[src/rtl/nvmode_pkg.sv]
package nvmode_pkg;
  localparam int ADDR_W  = 15;
  localparam int KEY_W   = 14;
  localparam int SEQ_LEN = 6;

  localparam logic [KEY_W-1:0] KEY_STORE  = 14'h0FC0;
  localparam logic [KEY_W-1:0] KEY_RECALL = 14'h0C63;

  typedef enum logic [1:0] {ST_IDLE, ST_BUSY, ST_HOLD} ctrl_state_t;
  typedef enum logic [1:0] {
    MODE_DESEL = 2'd0, MODE_READ = 2'd1, MODE_WRITE = 2'd2, MODE_INHIBIT = 2'd3
  } bus_mode_t;

  // common prefix of the unlock order; the last step picks the operation
  function automatic logic [KEY_W-1:0] unlock_key(input int idx);
    case (idx)
      0:       unlock_key = 14'h0E38;
      1:       unlock_key = 14'h31C7;
      2:       unlock_key = 14'h03E0;
      3:       unlock_key = 14'h3C1F;
      default: unlock_key = 14'h303F;
    endcase
  endfunction
endpackage

[src/rtl/nvmode_bus_sampler.sv]
module nvmode_bus_sampler #(
  parameter int KEY_W = 14
) (
  input  logic             clk,
  input  logic             rst_n,
  input  logic             ce_n,
  input  logic             we_n,
  input  logic             hw_store_n,
  input  logic [KEY_W-1:0] key_in,
  output logic             cyc_end,
  output logic             cyc_wr,
  output logic [KEY_W-1:0] cyc_key
);
  logic             ce_q;
  logic             wr_acc_q, wr_acc_d;
  logic [KEY_W-1:0] key_hold_q, key_hold_d;
  logic             end_d;

  always_comb begin
    wr_acc_d   = wr_acc_q;
    key_hold_d = key_hold_q;
    if (!ce_n) begin
      wr_acc_d   = (ce_q ? 1'b0 : wr_acc_q) | (~we_n & hw_store_n);
      key_hold_d = key_in;
    end
    end_d = ce_n & ~ce_q;
  end

  always_ff @(posedge clk or negedge rst_n) begin
    if (!rst_n) begin
      ce_q       <= 1'b1;
      wr_acc_q   <= 1'b0;
      key_hold_q <= '0;
      cyc_end    <= 1'b0;
      cyc_wr     <= 1'b0;
      cyc_key    <= '0;
    end else begin
      ce_q       <= ce_n;
      wr_acc_q   <= wr_acc_d;
      key_hold_q <= key_hold_d;
      cyc_end    <= end_d;
      if (end_d) begin
        cyc_wr  <= wr_acc_q;
        cyc_key <= key_hold_q;
      end
    end
  end
endmodule

[src/rtl/nvmode_unlock_det.sv]
module nvmode_unlock_det
  import nvmode_pkg::*;
#(
  parameter int KEY_W   = 14,
  parameter int SEQ_LEN = 6
) (
  input  logic             clk,
  input  logic             rst_n,
  input  logic             enable,
  input  logic             cyc_end,
  input  logic             cyc_wr,
  input  logic [KEY_W-1:0] cyc_key,
  output logic             store_req,
  output logic             recall_req
);
  localparam int PRE_LEN = SEQ_LEN - 1;
  localparam int CNT_W   = $clog2(SEQ_LEN);
  localparam logic [CNT_W-1:0] LAST = CNT_W'(PRE_LEN);

  logic [PRE_LEN-1:0] hit;
  logic [CNT_W-1:0]   cnt_q, cnt_d;
  logic               st_d, rc_d;

  for (genvar i = 0; i < PRE_LEN; i++) begin : g_hit
    assign hit[i] = (cyc_key == unlock_key(i));
  end

  always_comb begin
    cnt_d = cnt_q;
    st_d  = 1'b0;
    rc_d  = 1'b0;
    if (enable && cyc_end) begin
      if (cyc_wr) begin
        cnt_d = '0;
      end else if (cnt_q == LAST) begin
        if (cyc_key == KEY_STORE) begin
          st_d  = 1'b1;
          cnt_d = '0;
        end else if (cyc_key == KEY_RECALL) begin
          rc_d  = 1'b1;
          cnt_d = '0;
        end else begin
          cnt_d = hit[0] ? CNT_W'(1) : '0;
        end
      end else if (hit[cnt_q]) begin
        cnt_d = cnt_q + 1'b1;
      end else begin
        cnt_d = hit[0] ? CNT_W'(1) : '0;
      end
    end
  end

  always_ff @(posedge clk or negedge rst_n) begin
    if (!rst_n) begin
      cnt_q      <= '0;
      store_req  <= 1'b0;
      recall_req <= 1'b0;
    end else begin
      cnt_q      <= cnt_d;
      store_req  <= st_d;
      recall_req <= rc_d;
    end
  end
endmodule

[src/rtl/nvmode_op_ctrl.sv]
module nvmode_op_ctrl
  import nvmode_pkg::*;
(
  input  logic clk,
  input  logic rst_n,
  input  logic hw_store_n,
  input  logic store_req,
  input  logic recall_req,
  input  logic wr_evt,
  input  logic arr_done,
  output logic nv_store,
  output logic nv_recall,
  output logic busy,
  output logic standby,
  output logic idle
);
  ctrl_state_t state_q, state_d;
  logic        hw_op_q, hw_op_d;
  logic        dirty_q, dirty_d;
  logic        st_d, rc_d;

  always_comb begin
    state_d = state_q;
    hw_op_d = hw_op_q;
    dirty_d = dirty_q;
    st_d    = 1'b0;
    rc_d    = 1'b0;
    case (state_q)
      ST_IDLE: begin
        if (wr_evt) dirty_d = 1'b1;
        if (!hw_store_n) begin
          if (dirty_q) begin
            st_d    = 1'b1;
            hw_op_d = 1'b1;
            state_d = ST_BUSY;
          end else begin
            state_d = ST_HOLD;
          end
        end else if (store_req || recall_req) begin
          st_d    = store_req;
          rc_d    = ~store_req;
          hw_op_d = 1'b0;
          state_d = ST_BUSY;
        end
      end
      ST_BUSY: begin
        if (arr_done) begin
          dirty_d = 1'b0;
          state_d = hw_op_q ? ST_HOLD : ST_IDLE;
        end
      end
      default: begin
        if (hw_store_n) state_d = ST_IDLE;
      end
    endcase
  end

  always_ff @(posedge clk or negedge rst_n) begin
    if (!rst_n) begin
      state_q   <= ST_IDLE;
      hw_op_q   <= 1'b0;
      dirty_q   <= 1'b0;
      nv_store  <= 1'b0;
      nv_recall <= 1'b0;
    end else begin
      state_q   <= state_d;
      hw_op_q   <= hw_op_d;
      dirty_q   <= dirty_d;
      nv_store  <= st_d;
      nv_recall <= rc_d;
    end
  end

  assign busy    = (state_q == ST_BUSY);
  assign standby = (state_q == ST_HOLD);
  assign idle    = (state_q == ST_IDLE);
endmodule

[src/rtl/nvmode_seq_ctrl.sv]
module nvmode_seq_ctrl
  import nvmode_pkg::*;
#(
  parameter int ADDR_W  = nvmode_pkg::ADDR_W,
  parameter int KEY_W   = nvmode_pkg::KEY_W,
  parameter int SEQ_LEN = nvmode_pkg::SEQ_LEN
) (
  input  logic              clk,
  input  logic              rst_n,
  input  logic              mem_ce_n,
  input  logic              mem_we_n,
  input  logic              mem_oe_n,
  input  logic [ADDR_W-1:0] mem_addr,
  input  logic              hw_store_n,
  input  logic              arr_done,
  output logic              nv_store,
  output logic              nv_recall,
  output logic              busy,
  output logic              standby,
  output logic [1:0]        bus_mode,
  output logic              dq_drive
);
  logic             cyc_end, cyc_wr, store_req, recall_req, idle;
  logic [KEY_W-1:0] cyc_key;
  logic             unused_addr_hi;

  assign unused_addr_hi = ^mem_addr[ADDR_W-1:KEY_W];

  nvmode_bus_sampler #(.KEY_W(KEY_W)) sampler_i (
    .clk(clk), .rst_n(rst_n), .ce_n(mem_ce_n), .we_n(mem_we_n),
    .hw_store_n(hw_store_n), .key_in(mem_addr[KEY_W-1:0]),
    .cyc_end(cyc_end), .cyc_wr(cyc_wr), .cyc_key(cyc_key)
  );

  nvmode_unlock_det #(.KEY_W(KEY_W), .SEQ_LEN(SEQ_LEN)) unlock_i (
    .clk(clk), .rst_n(rst_n), .enable(idle), .cyc_end(cyc_end),
    .cyc_wr(cyc_wr), .cyc_key(cyc_key),
    .store_req(store_req), .recall_req(recall_req)
  );

  nvmode_op_ctrl ctrl_i (
    .clk(clk), .rst_n(rst_n), .hw_store_n(hw_store_n),
    .store_req(store_req), .recall_req(recall_req),
    .wr_evt(cyc_end & cyc_wr), .arr_done(arr_done),
    .nv_store(nv_store), .nv_recall(nv_recall),
    .busy(busy), .standby(standby), .idle(idle)
  );

  always_comb begin
    if (!idle || !hw_store_n) bus_mode = MODE_INHIBIT;
    else if (mem_ce_n)        bus_mode = MODE_DESEL;
    else if (!mem_we_n)       bus_mode = MODE_WRITE;
    else                      bus_mode = MODE_READ;
  end

  assign dq_drive = (bus_mode == MODE_READ) && !mem_oe_n;
endmodule

[config.mk]
export PLATFORM = sky130hd
export DESIGN_NAME = nvmode_seq_ctrl
export DESIGN_NICKNAME = d
export VERILOG_FILES = /design/src/rtl/nvmode_pkg.sv /design/src/rtl/nvmode_bus_sampler.sv /design/src/rtl/nvmode_unlock_det.sv /design/src/rtl/nvmode_op_ctrl.sv /design/src/rtl/nvmode_seq_ctrl.sv
export SDC_FILE = /design/constraint.sdc
export NUM_CORES = 1
export LEC_CHECK = 0
export BUFFER_PORTS_ARGS = -buffer_cell sky130_fd_sc_hd__clkbuf_2
export CAP_MARGIN = 20
export CORE_MARGIN = 3
export CORE_UTILIZATION = 50
export DETAILED_ROUTE_END_ITERATION = 6
export HOLD_SLACK_MARGIN = 0.12
export PLACE_DENSITY = 0.71
export SYNTH_ARGS = -nofsm -noshare
export SYNTH_HDL_FRONTEND = slang
export SYNTH_SLANG_ARGS = --single-unit
[constraint.sdc]
create_clock -name clk -period 2 [get_ports clk]
set_input_delay 0.1 -clock clk [delete_from_list [all_inputs] [get_ports clk]]
set_output_delay 0.1 -clock clk [all_outputs]
set_load 0.005 [all_outputs]
==> results of run 1 <==
## registers in the layout (all words and copies together) (netlist names)
signal	count
ctrl_i.hw_op_q	1
sampler_i.cyc_key	14
sampler_i.cyc_end	1
ctrl_i.state_q	2
sampler_i.ce_q	1
unlock_i.store_req	1
ctrl_i.nv_store	1
sampler_i.key_hold_q	14
ctrl_i.dirty_q	1
unlock_i.cnt_q	3
unlock_i.recall_req	1
ctrl_i.nv_recall	1
sampler_i.wr_acc_q	1
sampler_i.cyc_wr	1
## layout by cell type (no fill, tap or decap), types with 5 or more instances in the layout
master	count
nor2_1	9
dlygate4sd3_1	16
nand4_1	5
dfrtp_1	41
mux2_2	29
nor3_1	7
nand2_1	11
clkbuf_8	6
clkbuf_2	27
## routing by layer
layer | vias up | part of all wire (%)
li1 | 687 | -
met3 | 4 | 4.3
met2 | 36 | 52
met5 | - | 0
met4 | 0 | 1.1
met1 | 696 | 43
## Yosys cell counts, types with 2 or more instances
cell type,count
nor3b_1,2
nor2b_1,4
nor3_1,7
mux2_2,29
a21oi_1,3
or2_2,2
nand2_1,11
dfrtp_1,42
o21ai_0,3
ha_1,2
inv_1,2
nand4_1,5
buf_2,3
nor2_1,9
and3b_1,2
o211ai_2,2
nand3_1,4
nand2b_1,2
## per-stage QoR
| step | instance area [um^2] | setup WS [ns] | hold slack [ns] |
|---|---|---|---|
| after global placement | 2170 | 0.206 | 0.191 |
| after global routing | 2450 | 0.0534 | 0.143 |
| after floorplan | 1980 | 0.253 | -0.196 |
| after detailed placement | 2170 | 0.118 | 0.203 |
| final | 2450 | 0.147 | 0.136 |
| after CTS | 2450 | 0.0918 | 0.125 |
## area by class of cell
class	count	area (um^2)
fillers	326	1290
flip-flops and latches	43	1080
multi-input cells	111	868
repair buffers	46	318
clock buffers	6	82.6
well taps	48	60.1
clock inverters	2	38.8
inverters	2	7.51
## critical path: cells and delay by family (launching register included)
family / cells / cell delay [ns]
AO/OA/AOI/OAI: 2 / 0.38
adder cells (fa/ha/maj): 1 / 0.18
buffers and inverters: 1 / 0.07
flip-flops: 1 / 0.42
AND/OR/NAND/NOR: 2 / 0.73
## where the power goes
group	internal, uW	leakage [uW]	switching, uW
logic	226	0.000488	184
registers	995	0.000519	139
clock network	411	0.0000618	301
total	1630	0.00107	624
## path summary, 6_finish.rpt
kind | start | to | slack, ns | cells after the start
min in group asynchronous | rst_n | ctrl_i.nv_recall$_DFF_PN0_ | 0.40 | 3
worst min-delay path | hw_store_n | ctrl_i.state_q[0]$_DFFE_PN0P_ | 0.14 | 2
worst min register to register | unlock_i.store_req$_DFF_PN0_ | ctrl_i.nv_recall$_DFF_PN0_ | 0.50 | 1
max in group asynchronous | rst_n | unlock_i.cnt_q[1]$_DFFE_PN0P_ | 1.21 | 3
worst max register to register | unlock_i.cnt_q[1]$_DFFE_PN0P_ | unlock_i.cnt_q[0]$_DFFE_PN0P_ | 0.15 | 6
worst max-delay path | unlock_i.cnt_q[1]$_DFFE_PN0P_ | unlock_i.cnt_q[0]$_DFFE_PN0P_ | 0.15 | 6
## timing repair
action	4_1_cts	5_1_grt
endpoints found under the hold margin	59	0
setup endpoints to repair	0	1
gates resized for setup	0	1
hold buffers	16	0
## kinds of logic (layout without fill, tap and decap cells)
logic type / count (synthesis) / after routing / synth area share [%]
AND/OR/NAND/NOR: 62 / 62 / 19.2
adder cells (fa/ha/maj): 2 / 2 / 1.27
buffers and inverters: 7 / 56 / 1.52
AO/OA/AOI/OAI: 17 / 17 / 6.46
multiplexers: 30 / 30 / 17.0
flip-flops: 43 / 43 / 54.5
==> results.yml, run 1 <==
global_route:
  busiest_layer: "met2"
  use_met1_pct: 24.3
  met3_usage_pct: 6.81
  grt_pass1_vias: 1467
  antenna_found_initial: 0
  track_usage_pct: 20.2
  grt_use_met2_pct: 33.6
  grt_max_degree: 44
  grt_pass1_wl_mm: 6.93
  grt_overflow: 0
logic_synthesis:
  seq_area_frac_synth_pct: 54.5
  synth_edf_count: 0
  ys_async_sr_fraction_pct: 100
  synth-seq-cells: 43
  yosysTopAreaCellShare_pct: 53.2
  ys_warn_count: 0
  synth.avg_cell_area_um2: 12.3
  netlist_instances: 161
  synth_flop_cell: "dfrtp_1"
  syn_area_um2: 1980
  yosys.area.top_type: "dfrtp_1"
  synthTopCellsByArea: "dfrtp_1, mux2_2, nand2_1, nor3_1, nor2_1"
  synth_nets: 185
  ys_types: 45
sta:
  slew_violations: 0
  skew_ns: 0.00362
  timing.final.crit_share_pct: 92.6
  hold_violations: 0
  tightest_slew_ns: 0.535
  tns_ns: 0
  fin_crit_ns: 1.85
  fmax_ghz: 0.540
  setup_violations: 0
  relSlewSlack_pct: 64.3
  rsz0062_at_grt: "false"
worst_setup_path:
  crit_slowest_cell: "or4_1"
  worst-setup-path-type: "reg -> reg"
  path_cells: "inv_1 -> ha_1 -> and2_2 -> or4_1 -> a32o_1 -> o211ai_2"
  worstPathMaxFanout: 5
  end_kind: "flip-flop"
  cpPeakStageDelay_ns: 0.53
  cp-start-kind: "flip-flop"
  arrival_ns: 2.08
  required_ns: 2.22
floorplan:
  initial_core_util_pct: 52.8
  die-height_um: 68.9
  dieArea_um2: 4740
  coreArea_um2: 3740
  rows: 22
  die_w_um: 68.9
  num_io_pins: 29
placed_design:
  portBuffers: 27
  dp.cells: 234
  hpwl_mm: 2.67
  place.gp.congestion: 0.893
cts:
  clock_path_buffers: 2
  numClockSinks: 43
  htree_levels: 2
  clock-root-buffer: "clkbuf_8"
  clkSlewWorstSetupHoldPaths_ns: 0.08
  cts_tree: "done"
  cts_buffers: 5
  cts_setup_buffers: 0
  clk_latency_ns: 0.29
routing:
  wl_per_cell_um: 15.1
  via_per_inst: 5.52
  drcViolationCount: 0
  num_vias: 1423
  dr.pass1.iters: 5
  ant_nets: 0
  drt_iter0_markers: 89
  drt-total-wl_mm: 3.88
worst_hold_path:
  hp-class: "in -> reg"
pwr:
  power_leakage_uw: 0.00107
  p_total_uw: 2260
  peakVddDrop_mv: 0.658
  powerDensity_nw_per_um2: 919
layout:
  layout-drive-gt1-share_pct: 39.0
  area_delta_synth_final_pct: 24.2
  instances_no_fill: 258
  finalCoreUtilization_pct: 65.5
  nets: 233
  diodes: 0
status:
  status: "completed"
run:
  max_cap_violations: 0
(Power assumes the default switching activity.)
==> run 2: changes to the inputs <==
Settings changed: BUFFER_PORTS_ARGS -buffer_cell sky130_fd_sc_hd__clkbuf_2 to not set, DONT_BUFFER_PORTS set to 1, PLACE_DENSITY 0.71 to not set.
==> results.yml, run 2 (synthesis results as in run 1) <==
cts:
  htree_levels: 2
  clkSlewWorstSetupHoldPaths_ns: 0.08
  clk_latency_ns: 0.29
  cts_tree: "done"
  cts_setup_buffers: 0
  clock_path_buffers: 2
  numClockSinks: 43
  cts_buffers: 5
  clock-root-buffer: "clkbuf_8"
worst_setup_path:
  rrSetupSlack_ns: 0.14
  required_ns: 2.21
  cp-start-kind: "flip-flop"
  ff2ff_path_depth: 6
  worst-setup-path-type: "reg -> reg"
  reg2reg_from: "unlock_i.cnt_q[1]$_DFFE_PN0P_"
  arrival_ns: 2.07
  end_kind: "flip-flop"
  worstPathMaxFanout: 5
  worstReg2RegEnd: "unlock_i.cnt_q[0]$_DFFE_PN0P_"
worst_hold_path:
  min_to: "sampler_i.cyc_end$_DFF_PN0_"
  hp-class: "in -> reg"
  min-delay-start: "mem_ce_n"
  min_path_cells: 2
sta:
  rsz0062_at_grt: "false"
  timing.final.crit_share_pct: 92.9
  tns_ns: 0
  setup_slack_ns: 0.143
  tightest_slew_ns: 0.684
  fmax_ghz: 0.538
  setup_violations: 0
  fin_crit_ns: 1.86
  skew_ns: 0.00971
  slew_violations: 0
  hold_violations: 0
  relSlewSlack_pct: 54.2
  whs_ns: 0.177
floorplan:
  die_w_um: 68.9
  initial_core_util_pct: 52.8
  die-height_um: 68.9
  dieArea_um2: 4740
  num_io_pins: 29
  coreArea_um2: 3740
  rows: 22
global_route:
  grt_pass1_wl_mm: 6.53
  grt_pass1_vias: 1340
  track_usage_pct: 18.8
  antenna_found_initial: 0
  grt_overflow: 0
  grt_max_degree: 44
layout:
  finalCoreUtilization_pct: 62.4
  layout_commonest_cell: "dfrtp_1"
  layout_common_cells: "dfrtp_1, mux2_2, dlygate4sd3_1"
  top_regs: "sampler_i.cyc_key x14, sampler_i.key_hold_q x14, unlock_i.cnt_q x3"
  nets: 209
  layout-drive-gt1-share_pct: 29.0
  area_delta_synth_final_pct: 18.2
  diodes: 0
run:
  max_cap_violations: 0
pwr:
  power_leakage_uw: 0.000959
  powerDensity_nw_per_um2: 886
  peakVddDrop_mv: 0.621
  p_total_uw: 2070
routing:
  wl_per_cell_um: 15.9
  ant_nets: 0
  drt-total-wl_mm: 3.72
  num_vias: 1343
  drcViolationCount: 0
  via_per_inst: 5.74
  drt_iter0_markers: 57
  dr.pass1.iters: 4
placed_design:
  portBuffers: 0
  hpwl_mm: 2.59
  place.gp.congestion: 0.893
  dpl_worst_slack_ns: 0.138
status:
  status: "completed"
[run 2: cell count changes in the layout (fill, tap and decap cells not counted), sizes merged]
cell	change
bufinv	-1
clkbuf	-26
clkinv	+1
dlygate4sd3	+3
inv	-1
[run 2: final cells by class]
type / count / area (um^2)
Clock buffer: 7 / 86.3
Clock inverter: 1 / 8.76
Fill cell: 311 / 1410
Inverter: 2 / 7.51
Multi-Input combinational cell: 111 / 868
Sequential cell: 43 / 1080
Tap cell: 48 / 60.1
Timing Repair Buffer: 22 / 225
[run 2: metrics by stage]
| step | instances | instance area (um^2) |
|---|---|---|
| floorplan | 161 | 1980 |
| global placement | 206 | 2030 |
| detailed placement | 206 | 2030 |
| CTS | 234 | 2330 |
| global route | 234 | 2330 |
| finish | 234 | 2330 |
[run 2: how the worst max path moves through the flow]
stage,startpoint,endpoint,slack (ns),depth (start not counted)
2_1_floorplan,unlock_i.cnt_q[0]$_DFFE_PN0P_,unlock_i.cnt_q[0]$_DFFE_PN0P_,0.25,5
3_3_place_gp,unlock_i.cnt_q[1]$_DFFE_PN0P_,unlock_i.cnt_q[0]$_DFFE_PN0P_,0.18,6
3_5_place_dp,unlock_i.cnt_q[1]$_DFFE_PN0P_,unlock_i.cnt_q[0]$_DFFE_PN0P_,0.14,6
4_1_cts,unlock_i.cnt_q[1]$_DFFE_PN0P_,unlock_i.cnt_q[0]$_DFFE_PN0P_,0.11,6
5_1_grt,sampler_i.cyc_key[1]$_DFFE_PN0P_,unlock_i.cnt_q[1]$_DFFE_PN0P_,0.02,5
6_report,unlock_i.cnt_q[1]$_DFFE_PN0P_,unlock_i.cnt_q[0]$_DFFE_PN0P_,0.14,6
[run 2: repair_timing]
item,4_1_cts,5_1_grt
hold buffers,20,0
endpoints found under the hold margin,65,0
endpoints found under the setup margin,0,1
resized for setup,0,1
[run 2: metal layers]
metal | part of all wire (%) | global-route usage, % | wire (um)
met1 | 45 | 24.8 | 1670
met2 | 49 | 29.6 | 1830
met3 | 4.4 | 4.70 | 163
met4 | 1.5 | 7.30 | 55
met5 | 0 | 0 | 0
[run 2: report_power, final]
group,total [uW],internal [uW],switching [uW]
combinational,366,199,167
sequential,1130,995,138
clock,569,283,286
[run 2: critical path, cell delays in order (launching register included)]
cell and delay [ns]:
dfrtp_2 0.41, inv_1 0.08, ha_1 0.19, and2_2 0.21, or4_1 0.54, a32o_1 0.23, o211ai_2 0.12
